==> src/rtl/hbg_pkg.sv <==
package hbg_pkg;
    // Which half of the switching period is active.
    typedef enum logic {
        LEG_HI = 1'b0,
        LEG_LO = 1'b1
    } leg_e;

    function automatic int imax(input int a, input int b);
        return (a > b) ? a : b;
    endfunction
endpackage

==> src/rtl/hbg_ramp.sv <==
// Soft-start offset: loaded on reset/shutdown, stepped down at each period start.
module hbg_ramp #(
    parameter int PER_W    = 14,
    parameter int SS_SHORT = 286,
    parameter int SS_STEP  = 1
) (
    input  logic             clk,
    input  logic             rst_n,
    input  logic             halt,
    input  logic             cyc_start,
    output logic [PER_W-1:0] offset,
    output logic             done
);
    localparam logic [PER_W-1:0] SHORT_V = PER_W'(SS_SHORT);
    localparam logic [PER_W-1:0] STEP_V  = PER_W'(SS_STEP);
    localparam logic             ZERO_AT_START = (SS_SHORT == 0);

    typedef struct packed {
        logic [PER_W-1:0] off;
        logic             done;
    } ramp_s;

    ramp_s r_d, r_q;

    always_comb begin
        r_d = r_q;
        if (halt) begin
            r_d.off  = SHORT_V;
            r_d.done = ZERO_AT_START;
        end else if (cyc_start) begin
            if (r_q.off > STEP_V) begin
                r_d.off = r_q.off - STEP_V;
            end else begin
                r_d.off = '0;
            end
            r_d.done = (r_d.off == '0);
        end
    end

    always_ff @(posedge clk or negedge rst_n) begin
        if (!rst_n) begin
            r_q.off  <= SHORT_V;
            r_q.done <= ZERO_AT_START;
        end else begin
            r_q <= r_d;
        end
    end

    assign offset = r_q.off;
    assign done   = r_q.done;
endmodule

==> src/rtl/hbg_persel.sv <==
// Used period: commanded period minus soft-start offset, clamped to a floor.
module hbg_persel #(
    parameter int PER_W   = 14,
    parameter int DEAD    = 35,
    parameter int MIN_PER = 320
) (
    input  logic [PER_W-1:0] cmd,
    input  logic [PER_W-1:0] offset,
    output logic [PER_W-1:0] eff
);
    import hbg_pkg::*;

    localparam int               FLOOR   = imax(MIN_PER, 2 * DEAD + 2);
    localparam logic [PER_W-1:0] FLOOR_V = PER_W'(FLOOR);

    logic [PER_W-1:0] diff;

    always_comb begin
        diff = (cmd > offset) ? (cmd - offset) : '0;
        eff  = (diff < FLOOR_V) ? FLOOR_V : diff;
    end
endmodule

==> src/rtl/hbg_leg.sv <==
// Period sequencer: high half then low half, each opening with DEAD idle cycles.
module hbg_leg #(
    parameter int PER_W = 14,
    parameter int DEAD  = 35
) (
    input  logic             clk,
    input  logic             rst_n,
    input  logic             halt,
    input  logic [PER_W-1:0] eff_per,
    output logic             cyc_start,
    output logic             hs_on,
    output logic             ls_on
);
    import hbg_pkg::*;

    localparam logic [PER_W-1:0] DEAD_V = PER_W'(DEAD);

    typedef struct packed {
        logic             run;
        leg_e             leg;
        logic [PER_W-1:0] cnt;
        logic [PER_W-1:0] len;
        logic [PER_W-1:0] per;
        logic             hs;
        logic             ls;
    } leg_s;

    leg_s s_d, s_q;
    logic drive;

    always_comb begin
        s_d       = s_q;
        cyc_start = 1'b0;
        if (halt) begin
            s_d = '0;
        end else if (!s_q.run) begin
            s_d.run   = 1'b1;
            s_d.leg   = LEG_HI;
            s_d.cnt   = '0;
            s_d.per   = eff_per;
            s_d.len   = eff_per >> 1;
            cyc_start = 1'b1;
        end else if (s_q.cnt == s_q.len - 1'b1) begin
            s_d.cnt = '0;
            if (s_q.leg == LEG_HI) begin
                s_d.leg = LEG_LO;
                s_d.len = s_q.per - (s_q.per >> 1);
            end else begin
                s_d.leg   = LEG_HI;
                s_d.per   = eff_per;
                s_d.len   = eff_per >> 1;
                cyc_start = 1'b1;
            end
        end else begin
            s_d.cnt = s_q.cnt + 1'b1;
        end
        drive  = s_d.run && (s_d.cnt >= DEAD_V);
        s_d.hs = drive && (s_d.leg == LEG_HI);
        s_d.ls = drive && (s_d.leg == LEG_LO);
    end

    always_ff @(posedge clk or negedge rst_n) begin
        if (!rst_n) begin
            s_q <= '0;
        end else begin
            s_q <= s_d;
        end
    end

    assign hs_on = s_q.hs;
    assign ls_on = s_q.ls;
endmodule

==> src/rtl/hb_gate_gen.sv <==
module hb_gate_gen #(
    parameter int PER_W    = 14,
    parameter int DEAD     = 35,
    parameter int MIN_PER  = 320,
    parameter int SS_SHORT = 286,
    parameter int SS_STEP  = 1
) (
    input  logic             clk,
    input  logic             rst_n,
    input  logic             halt,
    input  logic [PER_W-1:0] period_cmd,
    output logic             hs_on,
    output logic             ls_on,
    output logic             ss_done
);
    logic             cyc_start;
    logic [PER_W-1:0] offset;
    logic [PER_W-1:0] eff_per;

    hbg_ramp #(
        .PER_W   (PER_W),
        .SS_SHORT(SS_SHORT),
        .SS_STEP (SS_STEP)
    ) u_ramp (
        .clk      (clk),
        .rst_n    (rst_n),
        .halt     (halt),
        .cyc_start(cyc_start),
        .offset   (offset),
        .done     (ss_done)
    );

    hbg_persel #(
        .PER_W  (PER_W),
        .DEAD   (DEAD),
        .MIN_PER(MIN_PER)
    ) u_sel (
        .cmd   (period_cmd),
        .offset(offset),
        .eff   (eff_per)
    );

    hbg_leg #(
        .PER_W(PER_W),
        .DEAD (DEAD)
    ) u_leg (
        .clk      (clk),
        .rst_n    (rst_n),
        .halt     (halt),
        .eff_per  (eff_per),
        .cyc_start(cyc_start),
        .hs_on    (hs_on),
        .ls_on    (ls_on)
    );
endmodule

==> config.mk <==
export PLATFORM = sky130hd
export DESIGN_NAME = hb_gate_gen
export DESIGN_NICKNAME = d
export VERILOG_FILES = /design/src/rtl/hbg_pkg.sv /design/src/rtl/hbg_ramp.sv /design/src/rtl/hbg_persel.sv /design/src/rtl/hbg_leg.sv /design/src/rtl/hb_gate_gen.sv
export SDC_FILE = /design/constraint.sdc
export NUM_CORES = 1
export LEC_CHECK = 0
export ABC_CLOCK_PERIOD_IN_PS = 3850
export BUFFER_PORTS_ARGS = -buffer_cell sky130_fd_sc_hd__clkbuf_2
export CORE_MARGIN = 5
export CORE_UTILIZATION = 57
export DETAILED_ROUTE_END_ITERATION = 12
export PLACE_DENSITY = 0.76
export SYNTH_ARGS = -nofsm -noshare
export SYNTH_HDL_FRONTEND = slang
export SYNTH_SLANG_ARGS = --single-unit
==> constraint.sdc <==
create_clock -name clk -period 3.85 [get_ports clk]
set_clock_uncertainty 0.2 [all_clocks]
set_input_delay 0.1925 -clock clk [delete_from_list [all_inputs] [get_ports clk]]
set_output_delay 0.1925 -clock clk [all_outputs]
set_load 0.1 [all_outputs]
### Word-level counts from Yosys, hierarchy flattened

Cells that the tools add are included.

* logic and storage cells: 47
* register bits: 61
* bits of input ports: 17
* output and inout port bits: 3

* reduce and logical (&&, ||, !) cells: 6
* $lt $le $gt $ge: 4
* bitwise operators: 1
* $add $sub $neg: 5
* muxes and demuxes: 19
* equal/unequal tests: 3

Operators with widths (count)
* $mux W14: 8
* $mux W44: 1
* $mux W43: 1
* $mux W15: 2
* $mux W28: 1
* $sub A14 B1 Y14 const B: 2
* $add A14 B1 Y14 const B: 1
* $eq A14 B14 Y1: 1
* $ge A14 B6 Y1 const B: 1
* $gt A14 B1 Y1 const B: 1
* $gt A14 B14 Y1: 1
* $logic_not A14 Y1: 1
* $lt A14 B9 Y1 const B: 1
* $sub A14 B13 Y14: 1
* $sub A14 B14 Y14: 1
* $mux W1: 6
* $ne A3 B3 Y1 const B: 2
* $logic_and A1 B1 Y1: 3
* $reduce_and A2 Y1: 1
* $reduce_bool A2 Y1: 1
* $not A1 Y1: 1

### Logic depth before layout (Yosys ltp)

* word-level depth: 11
* gate-level depth with buffers: 13

### Cells and area by module

Synthesis repeated with hierarchy kept, for this count alone.

* cells, all modules: 610
* area total of the unflattened synthesis: 5158.7 µm²

Modules (own cells, without submodules)
* hbg_leg: cells each 372, seq. area each 1151.1 µm², instances 1, area an instance 3299.4 µm²
* hbg_ramp: cells each 104, seq. area each 381.6 µm², instances 1, area an instance 964.7 µm²
* hbg_persel: cells each 134, seq. area each 0.0 µm², instances 1, area an instance 894.6 µm²

### Worst setup path after synthesis

No wires, ideal clock.

* path kind: register -> register
* from: register u_ramp.r_q (netlist bit u_ramp.offset[1])
* to: register u_leg.s_q[17] in the netlist's numbering
* stages on the path, launching flop included: 12
* period minus slack after synthesis: 3.706 ns
* data arrival time: 3.380 ns
* data required time: 3.524 ns
* setup slack: 0.144 ns
* path through: dfstp_2 inv_1 fa_1 a211oi_1 o21bai_1 a21oi_1 o22ai_1 xor2_1 or4_4 o31ai_2 nor2_1 a221o_1

* cells in the longest elaborated chain, start to end: 8
* elaborated cells between the ends (all ways): 9

RTL lines
* start: declaration: line hbg_ramp.sv:23 `ramp_s r_d, r_q;`
* start signal: assignment: line hbg_ramp.sv:45 `r_q <= r_d;`
* $sub A14 B14 Y14 or $gt A14 B14 Y1 (tied branches): line hbg_persel.sv:19 `diff = (cmd > offset) ? (cmd - offset) : '0;`
* $mux W14 (*): line hbg_persel.sv:19
* $lt A14 B9 Y1: line hbg_persel.sv:20 `eff = (diff < FLOOR_V) ? FLOOR_V : diff;`
* $mux W14 (*): line hbg_persel.sv:20
* $mux W14: line hbg_leg.sv:45 `if (s_q.leg == LEG_HI) begin`
* $mux W28: line hbg_leg.sv:43 `end else if (s_q.cnt == s_q.len - 1'b1) begin`
* $mux W43 (*): line hbg_leg.sv:36 `end else if (!s_q.run) begin`
* $mux W44 (*): line hbg_leg.sv:34 `if (halt) begin`
* end signal: assignment: line hbg_leg.sv:64 `s_q <= '0;`
* end signal: assignment: line hbg_leg.sv:66 `s_q <= s_d;`
* end: declaration: line hbg_leg.sv:28 `leg_s s_d, s_q;`

Mark *: on every way between the ends. The rest lies on a longest branch, timed or not. The select of a mux whose other input is x is not followed.
A chain may end at the register's enable or synchronous reset.

### Worst setup path after layout

Ends and elaborated chain as after synthesis.

==> impl_results.md <==
* Syn Inst Count at 550
* Area contributors post-synth: dfrtp_1, ha_1, xnor2_1
* Peak VDD IR at 0.0001663 V
* Worst-path clk slew at 0.06 ns
* Drt initial violations at 223
* Total track usage at 24.24%
* Final Cycle Share at 93.11%
* Start of the worst register-to-register path: u_ramp.offset[1]
* DR DRC count at 0
* WL per Instance at 16.62 um
* Max cap viols at 0
* Final Critical Period at 3.585 ns
* Area of the multi-input gates at 2945 um2
* Post-DP HPWL at 8968 um
* Met2 Usage GRT at 40.93%
* Critical path type: flip-flop to flip-flop
* Asr flop ratio synth at 100.0%
* Fmax achieved at 0.2790 GHz
* Clock buffer depth at 2
* Cell accounting for the most synthesized area: dfrtp_1
* Hold_sp: period_cmd[0]
* Mapped Area at 4663 um2
* Share of layout cells above drive strength 1 at 12.86%
* Hold path cells at 4
* Post-synthesis xor/xnor area fraction at 9.954%
* Prevailing post-synth register cell: dfrtp_1
* Sequential cell area at 1533 um2
* Vias in the first global route at 4187
* Met3 Usage GRT at 4.429%
* Syn Area/Cell at 8.479 um2
* Final Net Count at 630
* Number of synthesis warnings at 0
* R2R cell count at 12
* H-Tree Depth at 3
* GRT overflow at 0
* Largest net degree at the start of global routing at 39
* Sequential share of the synthesized area at 32.87%
* Drt first pass iters at 5
* Antenna Cells at 0
* CP Capture Type: flip-flop
* Largest family of logic cells by synthesized area: simple AND/OR/NAND/NOR gates
* Setup_tns at 0 ns
* Simple-gate share of the synthesized area at 23.24%
* Synth top area share at 30.05%
* IO Port Bufs at 19
* First-pass GRT wire length at 19490 um
* Die Span Y at 100.5 um
* Clock Latency Late Sink at 0.34 ns
* Syn_nets at 601
* Die area at 10090 um2
* Mux cell area share after synthesis at 0.6439%
* Chip Width at 100.5 um
* Num CTS Buffers at 9
* Final Hold Violating Endpoints at 0
* Initial core utilization at 57.62%
* Synth Area in Compound Gates at 19.21%
* Area of the core at 8093 um2
* Arrival time at the worst endpoint at 3.61 ns
* Fin worst setup slack at 0.2654 ns
* Most instantiated library cell after synthesis: dfrtp_1
* Min-Delay Path Class: primary input to flip-flop
* Largest fanout on the critical path at 9
* Pwr per Cell Area at 362.4 nW/um2
* FILL cells at 742
* Slew @ Worst Pin at 0.9609 ns
* CTS Sinks at 61
* Slew margin rel. at 35.94%
* Post-synth EDFFs at 0
* DR vias/cell at 6.007
* Outcome: finished, final reports clean
* GR peak layer: met2
* Placer Congestion at 0.9951
* Pleak at 2.373 nW
* Worst setup path start: u_ramp.offset[1]
* Place WS at 0.1352 ns
* Max-slew violations at 0
* M1 GR Usage at 30.62%
* Most frequent cells after synthesis: dfrtp_1, nand2_1, nor2_1, o21ai_0, inv_1
* Setup crit start kind: flip-flop
* TritonCTS clock tree: yes
* Row cnt at 33
* DRT antenna net count at 0
* Worst Path Required at 3.88 ns
* Routed WL at 11440 um
* Initial antenna violation count at 0
* Synth unique cells at 67
* Vias at 4133
* Post-synthesis adder-cell area fraction at 9.445%
* # setup viols final at 0
* CTS Root Cell: clkbuf_8
* # Post-CTS Setup Buffers at 0
* Slack of the worst reg-to-reg path at 0.27 ns
* Seq cells post-synth at 61
* Layout area overhead at 9.901%
* I/O pins at 20
==> worst paths after layout <==
path                                          end
worst max-delay path                u_leg.s_q[17]
min in group asynchronous           u_leg.s_q[37]
max in group asynchronous           u_leg.s_q[18]
worst max register to register      u_leg.s_q[17]
worst min register to register  u_ramp.offset[12]
worst min-delay path                 u_leg.s_q[2]
==> stage by stage <==
stage	power, mW	utilization (%)	cell area [um2]	hold WS [ns]	cells
finish	1.857	63.33	5125	0.07697	688
global route	1.969	63.33	5125	0.09276	688
CTS	1.850	62.94	5094	0.06766	688
detailed placement	1.319	60.62	4906	0.1883	672
global placement	1.300	60.62	4906	0.1726	672
floorplan	1.172	-	4663	-0.3031	550
==> state kept, by name (all words and copies together) (netlist names) <==
signal / cells
u_leg.hs_on: 1
u_leg.ls_on: 1
u_leg.s_q: 44
u_ramp.done: 1
u_ramp.offset: 14
==> worst max-delay path, stage by stage, from the launching register on <==
cell      delay [ns]
dfstp_2         0.52
inv_1           0.11
fa_1            0.50
a211oi_2        0.23
o21bai_1        0.13
a21oi_2         0.19
o22ai_1         0.10
xor2_1          0.19
or4_4           0.57
o31ai_2         0.22
buf_4           0.17
nor2_1          0.07
a221o_1         0.26
==> cell type report <==
type,instances,area share [%]
timing repair buffer,32,3.809
tap,105,2.563
clock inverter,1,0.09766
multi-input combinational,437,57.47
clock buffer,14,3.369
sequential,61,29.91
inverter,38,2.783
==> per-layer routing <==
| metal | vias up | share of wire, % |
|---|---|---|
| met5 | - | 0 |
| met4 | 0 | 3.1 |
| met3 | 30 | 5.2 |
| met2 | 125 | 48 |
| met1 | 1939 | 43 |
| li1 | 2039 | - |
==> cell families after synthesis <==
logic type	Yosys count
compound gates	139
flops	61
simple gates	208
xor+xnor	53
buf+inv	52
mux	3
fa+ha+maj	34
==> power breakdown <==
group | total, mW | switching [mW] | internal [mW]
sequential | 0.728 | 0.0482 | 0.679
combinational | 0.605 | 0.339 | 0.266
clock | 0.525 | 0.242 | 0.282
==> timing repair <==
item | CTS | global route
hold buffers | 1 | 0
endpoints found under the setup margin | 0 | 13
hold endpoints to repair | 32 | 0
gates resized for setup | 0 | 7
==> cell usage in the layout (no fill, tap or decap), types with 4 or more instances in the layout <==
cell type / netlist / layout
a211oi_1: 5 / 4
a21o_1: 12 / 12
a21oi_1: 30 / 29
a31oi_1: 5 / 5
and2_1: 4 / 4
and3_1: 10 / 10
buf_4: 1 / 12
clkbuf_2: 0 / 19
clkbuf_8: 1 / 12
dfrtp_1: 56 / 56
dfstp_2: 5 / 5
ha_1: 32 / 32
inv_1: 38 / 38
nand2_1: 49 / 49
nand2b_1: 6 / 6
nand3_1: 15 / 15
nand4_1: 8 / 8
nor2_1: 49 / 49
nor3_1: 18 / 17
nor4_1: 12 / 11
o21ai_0: 40 / 40
o31ai_1: 9 / 8
o41ai_1: 4 / 4
or2_2: 5 / 5
xnor2_1: 30 / 30
xor2_1: 23 / 23
Note: power is estimated with default switching activity, not from simulation.
